--- src/rtl/txs_pkg.sv ---
package txs_pkg;

  localparam int GRP_W  = 5;
  localparam int NIB_W  = 4;
  localparam int ADDR_W = 5;
  localparam int SCR_W  = 2 * ADDR_W + 1;

  typedef enum logic [1:0] {
    FR_IDLE = 2'd0,
    FR_K    = 2'd1,
    FR_DATA = 2'd2,
    FR_R    = 2'd3
  } fr_state_e;

  localparam logic [GRP_W-1:0] CG_J    = 5'b11000;
  localparam logic [GRP_W-1:0] CG_K    = 5'b10001;
  localparam logic [GRP_W-1:0] CG_T    = 5'b01101;
  localparam logic [GRP_W-1:0] CG_R    = 5'b00111;
  localparam logic [GRP_W-1:0] CG_IDLE = 5'b11111;

  // Nibble to data code group.
  function automatic logic [GRP_W-1:0] enc_nibble(input logic [NIB_W-1:0] n);
    case (n)
      4'h0: return 5'b11110;
      4'h1: return 5'b01001;
      4'h2: return 5'b10100;
      4'h3: return 5'b10101;
      4'h4: return 5'b01010;
      4'h5: return 5'b01011;
      4'h6: return 5'b01110;
      4'h7: return 5'b01111;
      4'h8: return 5'b10010;
      4'h9: return 5'b10011;
      4'hA: return 5'b10110;
      4'hB: return 5'b10111;
      4'hC: return 5'b11010;
      4'hD: return 5'b11011;
      4'hE: return 5'b11100;
      default: return 5'b11101;
    endcase
  endfunction

  // Address to scrambler seed; top bit forced high so the seed is never zero.
  function automatic logic [SCR_W-1:0] seed_of(input logic [ADDR_W-1:0] a);
    return {1'b1, a, ~a};
  endfunction

  // MLT-3 phase (0..3) to two's-complement level.
  function automatic logic [1:0] mlt_level(input logic [1:0] ph);
    case (ph)
      2'd1:    return 2'b01;
      2'd3:    return 2'b11;
      default: return 2'b00;
    endcase
  endfunction

endpackage

--- src/rtl/txs_framer.sv ---
module txs_framer
  import txs_pkg::*;
(
  input  logic             clk,
  input  logic             rst_n,
  input  logic             load_i,
  input  logic             tx_en_i,
  input  logic [GRP_W-1:0] txd_i,
  input  logic             enc_bypass_i,
  output logic [GRP_W-1:0] group_o,
  output fr_state_e        state_o
);

  fr_state_e st_q, st_d;

  always_comb begin
    st_d    = st_q;
    group_o = CG_IDLE;
    if (enc_bypass_i) begin
      group_o = txd_i;
      st_d    = FR_IDLE;
    end else begin
      unique case (st_q)
        FR_IDLE: if (tx_en_i) begin
          group_o = CG_J;
          st_d    = FR_K;
        end
        FR_K: begin
          group_o = CG_K;
          st_d    = FR_DATA;
        end
        FR_DATA: if (tx_en_i) begin
          group_o = enc_nibble(txd_i[NIB_W-1:0]);
        end else begin
          group_o = CG_T;
          st_d    = FR_R;
        end
        FR_R: begin
          group_o = CG_R;
          st_d    = FR_IDLE;
        end
        default: st_d = FR_IDLE;
      endcase
    end
  end

  always_ff @(posedge clk) begin
    if (!rst_n)      st_q <= FR_IDLE;
    else if (load_i) st_q <= st_d;
  end

  assign state_o = st_q;

endmodule

--- src/rtl/txs_serializer.sv ---
module txs_serializer #(
  parameter int GW = 5
) (
  input  logic          clk,
  input  logic          rst_n,
  input  logic [GW-1:0] group_i,
  output logic          stb_o,
  output logic          bit_o
);

  localparam int CW = $clog2(GW);
  localparam logic [CW-1:0] LAST = CW'(GW - 1);

  logic [CW-1:0] cnt_q;
  logic [GW-1:0] sh_q;

  assign stb_o = (cnt_q == LAST);
  assign bit_o = sh_q[0];

  always_ff @(posedge clk) begin
    if (!rst_n) begin
      cnt_q <= '0;
      sh_q  <= '1;
    end else if (stb_o) begin
      cnt_q <= '0;
      sh_q  <= group_i;
    end else begin
      cnt_q <= cnt_q + 1'b1;
      sh_q  <= {1'b1, sh_q[GW-1:1]};
    end
  end

endmodule

--- src/rtl/txs_scrambler.sv ---
module txs_scrambler #(
  parameter int SW    = 11,
  parameter int TAP_A = 10,
  parameter int TAP_B = 8
) (
  input  logic          clk,
  input  logic          rst_n,
  input  logic [SW-1:0] seed_i,
  input  logic          bypass_i,
  input  logic          bit_i,
  output logic          bit_o,
  output logic [SW-1:0] state_o
);

  logic [SW-1:0] lfsr_q;
  logic          key;

  assign key     = lfsr_q[TAP_A] ^ lfsr_q[TAP_B];
  assign bit_o   = bypass_i ? bit_i : (bit_i ^ key);
  assign state_o = lfsr_q;

  always_ff @(posedge clk) begin
    if (!rst_n) lfsr_q <= seed_i;
    else        lfsr_q <= {lfsr_q[SW-2:0], key};
  end

endmodule

--- src/rtl/txs_line_coder.sv ---
module txs_line_coder
  import txs_pkg::*;
(
  input  logic       clk,
  input  logic       rst_n,
  input  logic       bit_i,
  output logic       nrzi_o,
  output logic [1:0] mlt_o
);

  logic [1:0] phase_q;

  always_ff @(posedge clk) begin
    if (!rst_n) begin
      nrzi_o  <= 1'b0;
      phase_q <= 2'd0;
    end else if (bit_i) begin
      nrzi_o  <= ~nrzi_o;
      phase_q <= phase_q + 2'd1;
    end
  end

  assign mlt_o = mlt_level(phase_q);

endmodule

--- src/rtl/tx100_symbol_encoder.sv ---
module tx100_symbol_encoder
  import txs_pkg::*;
(
  input  logic              clk,
  input  logic              rst_n,
  input  logic [ADDR_W-1:0] phy_addr,
  input  logic              enc_bypass,
  input  logic              scr_bypass,
  input  logic              tx_en,
  input  logic [GRP_W-1:0]  txd,
  output logic              nib_stb,
  output logic              nrzi,
  output logic [1:0]        mlt
);

  logic [GRP_W-1:0] group;
  fr_state_e        fr_st;
  logic             ser_bit;
  logic             scr_bit;
  logic [SCR_W-1:0] lfsr_q;

  txs_framer u_framer (
    .clk          (clk),
    .rst_n        (rst_n),
    .load_i       (nib_stb),
    .tx_en_i      (tx_en),
    .txd_i        (txd),
    .enc_bypass_i (enc_bypass),
    .group_o      (group),
    .state_o      (fr_st)
  );

  txs_serializer #(.GW(GRP_W)) u_ser (
    .clk     (clk),
    .rst_n   (rst_n),
    .group_i (group),
    .stb_o   (nib_stb),
    .bit_o   (ser_bit)
  );

  txs_scrambler #(.SW(SCR_W), .TAP_A(SCR_W - 1), .TAP_B(SCR_W - 3)) u_scr (
    .clk      (clk),
    .rst_n    (rst_n),
    .seed_i   (seed_of(phy_addr)),
    .bypass_i (scr_bypass),
    .bit_i    (ser_bit),
    .bit_o    (scr_bit),
    .state_o  (lfsr_q)
  );

  txs_line_coder u_line (
    .clk    (clk),
    .rst_n  (rst_n),
    .bit_i  (scr_bit),
    .nrzi_o (nrzi),
    .mlt_o  (mlt)
  );

endmodule

--- config.mk ---
export PLATFORM = sky130hd
export DESIGN_NAME = tx100_symbol_encoder
export DESIGN_NICKNAME = d
export VERILOG_FILES = /design/src/rtl/txs_pkg.sv /design/src/rtl/txs_framer.sv /design/src/rtl/txs_serializer.sv /design/src/rtl/txs_scrambler.sv /design/src/rtl/txs_line_coder.sv /design/src/rtl/tx100_symbol_encoder.sv
export SDC_FILE = /design/constraint.sdc
export NUM_CORES = 1
export LEC_CHECK = 0
export BUFFER_PORTS_ARGS = -buffer_cell sky130_fd_sc_hd__buf_4
export CORE_MARGIN = 2
export CORE_UTILIZATION = 30
export DETAILED_ROUTE_END_ITERATION = 10
export RECOVER_POWER = 25
export SLEW_MARGIN = 25
export SYNTH_ARGS = -nofsm -noshare
export SYNTH_HDL_FRONTEND = slang
export SYNTH_SLANG_ARGS = --single-unit
--- constraint.sdc ---
create_clock -name clk -period 1.7 [get_ports clk]
set_input_delay 0.17 -clock clk [delete_from_list [all_inputs] [get_ports clk]]
set_output_delay 0.17 -clock clk [all_outputs]
set_load 0.005 [all_outputs]
==> results.json <==
{
  "status": "finished clean",
  "drtAntennaViolNets": 0,
  "reg2reg_slack_ps": 180,
  "syn_area_per_cell_sq_um": 9.610,
  "start_kind": "flip-flop",
  "start_util": 0.3155,
  "setup_viol": 0,
  "yosysTopAreaCell": "dfxtp_1",
  "hpwl_mm": 1.588,
  "synthFlopType": "dfxtp_1",
  "postCtsHoldBufs": 0,
  "yosys-top-cells-area": "dfxtp_1 41%, ha_1 8.5%, mux2_2 5.8%",
  "setup_ws_ps": 154.3,
  "reg2reg_to": "u_ser.sh_q[4]",
  "die_y_um": 66.52,
  "timing.fmax_mhz": 647.0,
  "clk_latency_ps": 270,
  "multiInputGateArea_sq_um": 616.8,
  "finClkSkew_ps": 1.843,
  "cts.clk_slew.worst_paths_ps": 80,
  "postCtsSetupBuffers": 0,
  "synthesis.nets": 145,
  "dr.pass1.iters": 4,
  "grt_use_total": 0.1080,
  "ys_types": 38,
  "via_count": 898,
  "grt_max_degree": 23,
  "hold_depth": 2,
  "viasPerCell": 4.777,
  "die_w_um": 66.52,
  "slew_headroom": 0.7417,
  "clock_sinks": 24,
  "finalCriticalPeriod_ps": 1546,
  "powerDensity_mw_per_mm2": 858.0,
  "ios": 19,
  "grt_pass1_vias": 829,
  "fill_cells": 381,
  "core_sq_mm": 0.003716,
  "nets": 164,
  "yosysSeqAreaShare": 0.4098,
  "hold_class": "in2reg",
  "grt_antenna_before_repair": 0,
  "drive_gt1_frac": 0.2714,
  "critPathKind": "reg2out",
  "arrival_ps": 1380,
  "drc": 0,
  "area_growth_syn_to_layout_pct": 18.68,
  "seq_area_sq_um": 481.7,
  "cts_tree": "done",
  "synth_warnings": 0,
  "vdd_drop_max_uv": 577.0,
  "hold_viol": 0,
  "dp_slack_ps": 136.5,
  "synth_cells": 122,
  "cts_buffers": 3,
  "leakagePower_nw": 0.5462,
  "dieArea_sq_mm": 0.004424,
  "n_antenna_cell": 0,
  "max_cap_violations": 0,
  "placed_cells": 184,
  "slew_violations": 0,
  "ys_ff_latch": 24,
  "htreeDepth": 1,
  "rows": 22,
  "final_cells": 188,
  "fin_crit_sh": 0.9092,
  "crit_required_ps": 1530,
  "max_slew.worst_pin.slew_ps": 377.7,
  "grt_pass1_wl_mm": 3.698,
  "end_kind": "primary output",
  "port_buffers": 18,
  "yosysTopAreaCellShare": 0.4098,
  "cts_root_buffer": "clkbuf_8",
  "gp_congestion": 0.8028,
  "wl_per_cell_um": 11.18,
  "critical_path_peak_fanout": 10,
  "reg2reg_from": "u_ser.cnt_q[0]",
  "synth-edff-count": 0,
  "ctsLongestPathBuffers": 2,
  "ys_async_sr_fraction": 0,
  "synth_area_sq_mm": 0.001172,
  "wirelength_mm": 2.101,
  "min_to": "u_scr.state_o[3]",
  "min_from": "phy_addr[3]",
  "worstRegToRegCells": 7,
  "drt_first_iter_violations": 22,
  "overflow": 0
}
## flip-flops by register name, indices dropped and copies added, names as in the netlist
signal	cells
u_line.nrzi_o	1
u_framer.state_o	2
u_ser.sh_q	5
u_ser.cnt_q	3
u_line.phase_q	2
u_scr.state_o	11
## logic make-up after synthesis
logic type | synth area share
flip-flops | 0.4098
multiplexers | 0.09391
XOR/XNOR | 0.01494
adder cells (fa/ha/maj) | 0.08538
AND/OR/NAND/NOR | 0.1515
buffers and inverters | 0.06830
AO/OA/AOI/OAI | 0.1761
## cell usage in the layout (no fill, tap or decap), types with 2 or more instances in the layout
cell	instances
a211oi_1	3
a21oi_1	5
buf_4	18
clkbuf_8	4
dfxtp_1	23
ha_1	6
ha_2	2
inv_1	9
mux2_2	6
mux2i_1	2
nand2_1	9
nand2b_1	2
nor2_1	5
nor3_1	5
nor3b_1	3
o21ai_0	13
or3_1	2
## synthesized netlist by cell type (all sizes together), types with 2 or more instances
cell,number
a211oi,3
dfxtp,24
a21oi,6
buf,3
nor3,6
nand2b,2
o21ai,14
mux2i,3
nand2,9
or3,2
inv,9
ha,8
nor2,5
mux2,6
nor3b,3
## metrics by stage
stage	hold WS, ps	power (mW)	utilization	cell area (sq um)	TNS [ps]
3_3_place_gp	364.1	0.8166	0.3579	1330	0
3_5_place_dp	363.7	0.8240	0.3579	1330	0
6_report	81.34	1.194	0.3744	1391	0
2_1_floorplan	264.9	0.7566	-	1172	0
4_1_cts	73.81	1.217	0.3727	1385	0
5_1_grt	72.65	1.270	0.3744	1391	-3.585
## layout make-up
cell class | instances | area share
multi-input combinational | 84 | 0.4433
sequential | 24 | 0.3462
timing repair buffer | 18 | 0.09712
tap | 48 | 0.04317
clock buffer | 4 | 0.03957
inverter | 10 | 0.03058
## where the power goes
group	switching [mW]	total (mW)	internal [mW]
clock	0.177	0.384	0.207
combinational	0.0815	0.177	0.0960
sequential	0.0230	0.632	0.609
## how the worst max path moves through the flow
stage                                    from                  end  slack [ps]  cells past startpoint
after floorplan           u_framer.state_o[0]        u_ser.sh_q[2]         270                      6
after CTS                 u_framer.state_o[0]  u_framer.state_o[0]         120                      6
after detailed placement  u_framer.state_o[1]        u_ser.sh_q[2]         140                      6
final                          u_ser.cnt_q[0]              nib_stb         150                      5
after global placement    u_framer.state_o[0]        u_ser.sh_q[2]         180                      6
after global routing           u_ser.cnt_q[0]        u_ser.sh_q[4]          -4                      7
## repair_timing
item	CTS	global route
endpoints found under the setup margin	0	2
hold endpoints to repair	0	0
resized for setup	0	3
## worst max-delay path, cell delays in order, from the launching register on
cell      delay [ps]
dfxtp_1          370
inv_1             60
ha_1             200
nand2_1          190
clkinv_4         130
buf_4            150
## routing by layer
layer / wire (um) / share of wire / up-vias / track usage
li1: - / - / 468 / -
met1: 982 / 0.47 / 408 / 0.1324
met2: 1000 / 0.48 / 18 / 0.1800
met3: 99 / 0.047 / 4 / 0.03716
met4: 20 / 0.0095 / 0 / 0.02806
met5: 0 / 0 / - / 0
Note: power is estimated with default switching activity, not from simulation.
